<file path="config.mk">
export PLATFORM = sky130hd
export DESIGN_NAME = pport_rx
export DESIGN_NICKNAME = d
export VERILOG_FILES = /design/src/rtl/pport_pkg.sv /design/src/rtl/pport_sync.sv /design/src/rtl/pport_counter.sv /design/src/rtl/pport_fsm.sv /design/src/rtl/pport_rx.sv
export SDC_FILE = /design/constraint.sdc
export NUM_CORES = 1
export LEC_CHECK = 0
export ABC_AREA = 1
export BUFFER_PORTS_ARGS = -buffer_cell sky130_fd_sc_hd__buf_4
export CELL_PAD_IN_SITES_DETAIL_PLACEMENT = 0
export CELL_PAD_IN_SITES_GLOBAL_PLACEMENT = 2
export CORE_MARGIN = 2
export CORE_UTILIZATION = 34
export CTS_BUF_LIST = sky130_fd_sc_hd__clkbuf_16
export CTS_CLUSTER_SIZE = 14
export DETAILED_ROUTE_END_ITERATION = 8
export PLACE_DENSITY_LB_ADDON = 0.1
export SLEW_MARGIN = 30
export SYNTH_ARGS = -nofsm -noshare
export SYNTH_HDL_FRONTEND = slang
export SYNTH_SLANG_ARGS = --single-unit
</file>
<file path="constraint.sdc">
create_clock -name clk_i -period 3.9 [get_ports clk_i]
set_input_delay 0.39 -clock clk_i [delete_from_list [all_inputs] [get_ports clk_i]]
set_output_delay 0.39 -clock clk_i [all_outputs]
set_load 0.02 [all_outputs]
</file>
<file path="src/rtl/pport_pkg.sv">
package pport_pkg;
  typedef enum logic [1:0] {
    ST_IDLE   = 2'd0,
    ST_SAMPLE = 2'd1,
    ST_OFFER  = 2'd2,
    ST_ACK    = 2'd3
  } rx_state_e;
endpackage

</file>
<file path="src/rtl/pport_sync.sv">
module pport_sync #(
  parameter int          WIDTH   = 3,
  parameter logic [WIDTH-1:0] RST_VAL = '1
) (
  input  logic             clk_i,
  input  logic             rst_ni,
  input  logic [WIDTH-1:0] async_i,
  output logic [WIDTH-1:0] sync_o
);
  logic [WIDTH-1:0] meta_q, sync_q;

  always_ff @(posedge clk_i or negedge rst_ni) begin
    if (!rst_ni) begin
      meta_q <= RST_VAL;
      sync_q <= RST_VAL;
    end else begin
      meta_q <= async_i;
      sync_q <= meta_q;
    end
  end

  assign sync_o = sync_q;
endmodule

</file>
<file path="src/rtl/pport_counter.sv">
module pport_counter #(
  parameter int CNT_W = 24
) (
  input  logic             clk_i,
  input  logic             rst_ni,
  input  logic             clear_i,
  input  logic             inc_i,
  output logic [CNT_W-1:0] count_o
);
  logic [CNT_W-1:0] cnt_q;

  always_ff @(posedge clk_i or negedge rst_ni) begin
    if (!rst_ni)      cnt_q <= '0;
    else if (clear_i) cnt_q <= '0;
    else if (inc_i)   cnt_q <= cnt_q + 1'b1;
  end

  assign count_o = cnt_q;

  assert_count_step_R7: assert property (@(posedge clk_i) disable iff (!rst_ni)
    (inc_i && !clear_i) |=> count_o == $past(count_o) + 1'b1);
  assert_count_clear_R8: assert property (@(posedge clk_i) disable iff (!rst_ni)
    clear_i |=> count_o == '0);
endmodule

</file>
<file path="src/rtl/pport_fsm.sv">
module pport_fsm
  import pport_pkg::*;
#(
  parameter int DATA_W     = 8,
  parameter int ACK_CYCLES = 8
) (
  input  logic              clk_i,
  input  logic              rst_ni,
  input  logic              strobe_fall_i,
  input  logic              dl_mode_i,
  input  logic [DATA_W-1:0] data_i,
  output logic [DATA_W-1:0] byte_o,
  output logic              valid_o,
  input  logic              ready_i,
  output logic              ack_no,
  output logic              busy_o
);
  localparam int ACK_W = (ACK_CYCLES > 1) ? $clog2(ACK_CYCLES) : 1;
  localparam logic [ACK_W-1:0] ACK_LAST = ACK_W'(ACK_CYCLES - 1);

  rx_state_e        state_q, state_d;
  logic [ACK_W-1:0] ack_cnt_q;
  logic [DATA_W-1:0] byte_q;
  logic             busy_q, ack_nq;

  always_comb begin
    state_d = state_q;
    unique case (state_q)
      ST_IDLE:   if (strobe_fall_i && dl_mode_i) state_d = ST_SAMPLE;
      ST_SAMPLE: state_d = ST_OFFER;
      ST_OFFER:  if (ready_i) state_d = ST_ACK;
      ST_ACK:    if (ack_cnt_q == ACK_LAST) state_d = ST_IDLE;
      default:   state_d = ST_IDLE;
    endcase
  end

  always_ff @(posedge clk_i or negedge rst_ni) begin
    if (!rst_ni) begin
      state_q   <= ST_IDLE;
      ack_cnt_q <= '0;
      byte_q    <= '0;
      busy_q    <= 1'b1;
      ack_nq    <= 1'b1;
    end else begin
      state_q <= state_d;
      if (state_q == ST_SAMPLE) byte_q <= data_i;  // bus settled one clock after edge
      if (state_q != ST_ACK)    ack_cnt_q <= '0;
      else                      ack_cnt_q <= ack_cnt_q + 1'b1;
      busy_q <= (state_d != ST_IDLE) || !dl_mode_i;
      ack_nq <= (state_d != ST_ACK);
    end
  end

  assign byte_o  = byte_q;
  assign valid_o = (state_q == ST_OFFER);
  assign ack_no  = ack_nq;
  assign busy_o  = busy_q;

  assert_hold_stable_R4: assert property (@(posedge clk_i) disable iff (!rst_ni)
    (valid_o && !ready_i) |=> (valid_o && $stable(byte_o)));
  assert_busy_in_ack_R5: assert property (@(posedge clk_i) disable iff (!rst_ni)
    !ack_no |-> busy_o);
  assert_ack_after_handoff_R6: assert property (@(posedge clk_i) disable iff (!rst_ni)
    $fell(ack_no) |-> $past(valid_o && ready_i));
  assert_ack_no_overlap_R6: assert property (@(posedge clk_i) disable iff (!rst_ni)
    !(valid_o && !ack_no));
endmodule

</file>
<file path="src/rtl/pport_rx.sv">
module pport_rx #(
  parameter int DATA_W     = 8,
  parameter int CNT_W      = 24,
  parameter int ACK_CYCLES = 8
) (
  input  logic              clk_i,
  input  logic              rst_ni,
  input  logic [DATA_W-1:0] host_data_i,
  input  logic              host_strobe_ni,
  input  logic              host_select_ni,
  input  logic              host_init_ni,
  output logic              busy_o,
  output logic              ack_no,
  output logic [DATA_W-1:0] byte_o,
  output logic              byte_valid_o,
  input  logic              byte_ready_i,
  output logic [CNT_W-1:0]  session_count_o
);
  logic [2:0] ctl_sync;
  logic       strobe_s, select_s, init_s, strobe_prev_q, strobe_fall;

  pport_sync #(.WIDTH(3), .RST_VAL(3'b111)) u_sync (
    .clk_i   (clk_i),
    .rst_ni  (rst_ni),
    .async_i ({host_init_ni, host_select_ni, host_strobe_ni}),
    .sync_o  (ctl_sync)
  );
  assign {init_s, select_s, strobe_s} = ctl_sync;

  always_ff @(posedge clk_i or negedge rst_ni) begin
    if (!rst_ni) strobe_prev_q <= 1'b1;
    else         strobe_prev_q <= strobe_s;
  end
  assign strobe_fall = strobe_prev_q && !strobe_s;

  pport_fsm #(.DATA_W(DATA_W), .ACK_CYCLES(ACK_CYCLES)) u_fsm (
    .clk_i         (clk_i),
    .rst_ni        (rst_ni),
    .strobe_fall_i (strobe_fall),
    .dl_mode_i     (!select_s),
    .data_i        (host_data_i),
    .byte_o        (byte_o),
    .valid_o       (byte_valid_o),
    .ready_i       (byte_ready_i),
    .ack_no        (ack_no),
    .busy_o        (busy_o)
  );

  pport_counter #(.CNT_W(CNT_W)) u_cnt (
    .clk_i   (clk_i),
    .rst_ni  (rst_ni),
    .clear_i (!init_s),
    .inc_i   (byte_valid_o && byte_ready_i),
    .count_o (session_count_o)
  );

  assert_off_mode_busy_R2: assert property (@(posedge clk_i) disable iff (!rst_ni)
    $past(select_s) |-> busy_o);
  assert_drop_off_mode_R9: assert property (@(posedge clk_i) disable iff (!rst_ni)
    (strobe_fall && select_s && !byte_valid_o && ack_no) |=> (!byte_valid_o && ack_no));
endmodule

</file>
==> flow_summary.json <==
{
  "cts.clk_slew.worst_paths_ns": 0.07,
  "highest_layer": "met4",
  "final_nets": 329,
  "cp_common_cell": "nand2_1",
  "cts_root_buf": "clkbuf_16",
  "crit_path_top_delay_cell": "dfrtp_1",
  "grt_pass1_wl_mm": 8.90,
  "cp.depth": 9,
  "crit_path_start": "u_cnt.count_o[0]",
  "setup_viol": 0,
  "grt_remaining_overflow": 0,
  "met1_length_mm": 2.61,
  "grt_max_degree": 47,
  "cts_resized": 0,
  "die_x_um": 85.1,
  "multi_input_area_um2": 928,
  "met3WireLength_um": 262,
  "power_density_nw_per_um2": 484,
  "max_cap_viol_count": 0,
  "layout-drive-gt1-share_pct": 25.9,
  "nFillCells": 650,
  "final_common_cell": "nand2_1",
  "p_seq_share_pct": 44.1,
  "power_frac_clock_pct": 32.0,
  "netlist_instances": 261,
  "syn_nets": 278,
  "cts_buffers": 5,
  "yosys-top-cells-area": "dfrtp_1, dfstp_2, nand2_1",
  "synth_area_leader_cell": "dfrtp_1",
  "portBuffers": 48,
  "slew_violations": 0,
  "ir_drop_v": 0.000304,
  "dpl.hpwl_mm": 3.70,
  "n_antenna_cell": 0,
  "numClockSinks": 46,
  "worstReg2RegStart": "u_cnt.count_o[0]",
  "synth_edf_count": 0,
  "hold_buffers": 0,
  "cts_setup_buffers": 0,
  "hold_path.class": "in2async",
  "timing.rr.end": "u_cnt.count_o[12]",
  "dieArea_um2": 7240,
  "max_freq_mhz": 629,
  "critPathCaptureType": "flop",
  "cts_tree": "built",
  "fin_crit_sh_pct": 40.8,
  "path_buf_inv": 2,
  "async_flop_share_pct": 100,
  "ioPinCount": 49,
  "skew_ns": 0.00733,
  "p_leak_nw": 1.33,
  "period_minus_slack_ns": 1.59,
  "wl_per_cell_um": 13.3,
  "utilization_pct": 44.2,
  "p_switching_uw": 418,
  "intPower_uw": 942,
  "route.detailed.drc": 0,
  "viasPerCell": 4.70,
  "rrSetupSlack_ns": 2.31,
  "final-seq-area_um2": 1160,
  "maxSlewHeadroom_pct": 60.2,
  "layout_common_cells": "nand2_1, nor2_1, buf_4",
  "grt_pass1_vias": 1801,
  "status": "completed",
  "cp_cell_sequence": "ha_1 > nand3_1 > inv_1 > nand2_1 > nor2_8 > nand2_1 > nand2_1 > inv_1 > nor2_1",
  "fp.dieH_um": 85.1,
  "synth_seq_area_share_pct": 52.0,
  "synthDistinctLibCells": 29,
  "coreArea_um2": 6350,
  "arrival_ns": 1.80,
  "cpPeakStageDelay_ns": 0.41,
  "power_mw": 1.36,
  "timing.final.ws_setup_ns": 2.31,
  "syn_to_final_growth_pct": 25.6,
  "drt_pass1_iterations": 4,
  "crit_path_start_kind": "flop",
  "drt_iter0_drc": 59,
  "crit_type": "reg2reg",
  "required_ns": 4.11,
  "setup_tns_ns": 0,
  "combPwrFrac_pct": 23.9,
  "clock_latency_ns": 0.28,
  "met2_length_mm": 2.29,
  "rsz0062_at_grt": "no",
  "tightestPinTransition_ns": 0.598,
  "grt_usage_pct": 15.3,
  "place_ws_ns": 2.32,
  "swShare_pct": 30.7,
  "antenna_left": 0,
  "gp_congestion": 0.733,
  "netlist.area_leader.share_pct": 41.4,
  "vias": 1833,
  "critPathTopFamily": "simple AND/OR/NAND/NOR gates",
  "syn_area_um2": 2230,
  "hold_violations": 0,
  "cp_max_fo": 10,
  "antenna_found_initial": 0,
  "synth.avg_cell_area_um2": 8.56,
  "ys_seq_elements": 46,
  "clock_path_buffers": 2,
  "finalHoldWorstSlack_ns": 0.112,
  "routed_wirelength_mm": 5.20,
  "h-tree-depth": 2,
  "initial_core_util_pct": 35.2,
  "yosysWarnings": 0,
  "rr_worst_depth": 9,
  "core.rowCount": 29,
  "synthFlopType": "dfrtp_1"
}
[cells in the mapped netlist, types with 2 or more instances]
| cell | count |
|---|---|
| nand2_1 | 63 |
| nor2_1 | 55 |
| dfrtp_1 | 37 |
| inv_1 | 27 |
| nand3_1 | 16 |
| a21oi_1 | 14 |
| dfstp_2 | 9 |
| mux2_2 | 7 |
| ha_1 | 3 |
| nor3b_1 | 3 |
| o21ai_0 | 3 |
| a21o_1 | 2 |
| a21oi_2 | 2 |
| buf_2 | 2 |
| nand4_1 | 2 |
| nor2_8 | 2 |
| nor3_1 | 2 |
[worst max-delay path by stage]
stage / endpoint / slack (ns)
after global placement: u_cnt.count_o[12] / 2.31
after CTS: u_cnt.count_o[12] / 2.29
after global routing: u_cnt.count_o[23] / 2.12
after detailed placement: u_cnt.count_o[12] / 2.32
final: u_cnt.count_o[12] / 2.31
after floorplan: u_cnt.count_o[16] / 2.37
[final cells by class]
type | instances | share of cell area (%)
flip-flops and latches | 46 | 41.4
multi-input cells | 183 | 33.1
repair buffers | 48 | 12.8
clock buffers | 5 | 4.46
inverters | 28 | 3.92
well taps | 77 | 3.43
clock inverters | 3 | 0.847
[state kept, by name, indices dropped and copies added (netlist names)]
| name | count |
|---|---|
| u_sync.sync_o | 3 |
| strobe_prev_q | 1 |
| u_fsm.busy_o | 1 |
| u_fsm.byte_o | 8 |
| u_fsm.ack_no | 1 |
| u_fsm.ack_cnt_q | 3 |
| u_sync.meta_q | 3 |
| u_fsm.state_q | 2 |
| u_cnt.count_o | 24 |
[logic make-up after synthesis]
| family | Yosys count | synth area share, % |
|---|---|---|
| flip-flops | 46 | 52.0 |
| XOR/XNOR | 1 | 0.392 |
| adder cells (fa/ha/maj) | 3 | 1.68 |
| AND/OR/NAND/NOR | 149 | 29.8 |
| multiplexers | 8 | 4.03 |
| buffers and inverters | 32 | 6.44 |
| AO/OA/AOI/OAI | 22 | 5.60 |
[power groups by stage]
stage | clock, mW | combinational (mW) | sequential, mW
global route | 0.462 | 0.359 | 0.612
global placement | 0 | 0.328 | 0.608
CTS | 0.447 | 0.331 | 0.601
floorplan | 0 | 0.137 | 0.666
finish | 0.435 | 0.325 | 0.600
detailed placement | 0 | 0.331 | 0.610
[metal layers]
| metal | vias up | GRT usage, % |
|---|---|---|
| li1 | 932 | - |
| met1 | 849 | 22.1 |
| met2 | 50 | 24.2 |
| met3 | 2 | 2.63 |
| met4 | 0 | 3.46 |
| met5 | - | 0 |
[metrics by stage]
| stage | cells | cell area [um^2] |
|---|---|---|
| after floorplan | 261 | 2230 |
| after global placement | 382 | 2660 |
| after detailed placement | 382 | 2660 |
| after CTS | 390 | 2810 |
| after global routing | 390 | 2810 |
| final | 390 | 2810 |
Note: power is estimated with default switching activity, not from simulation.
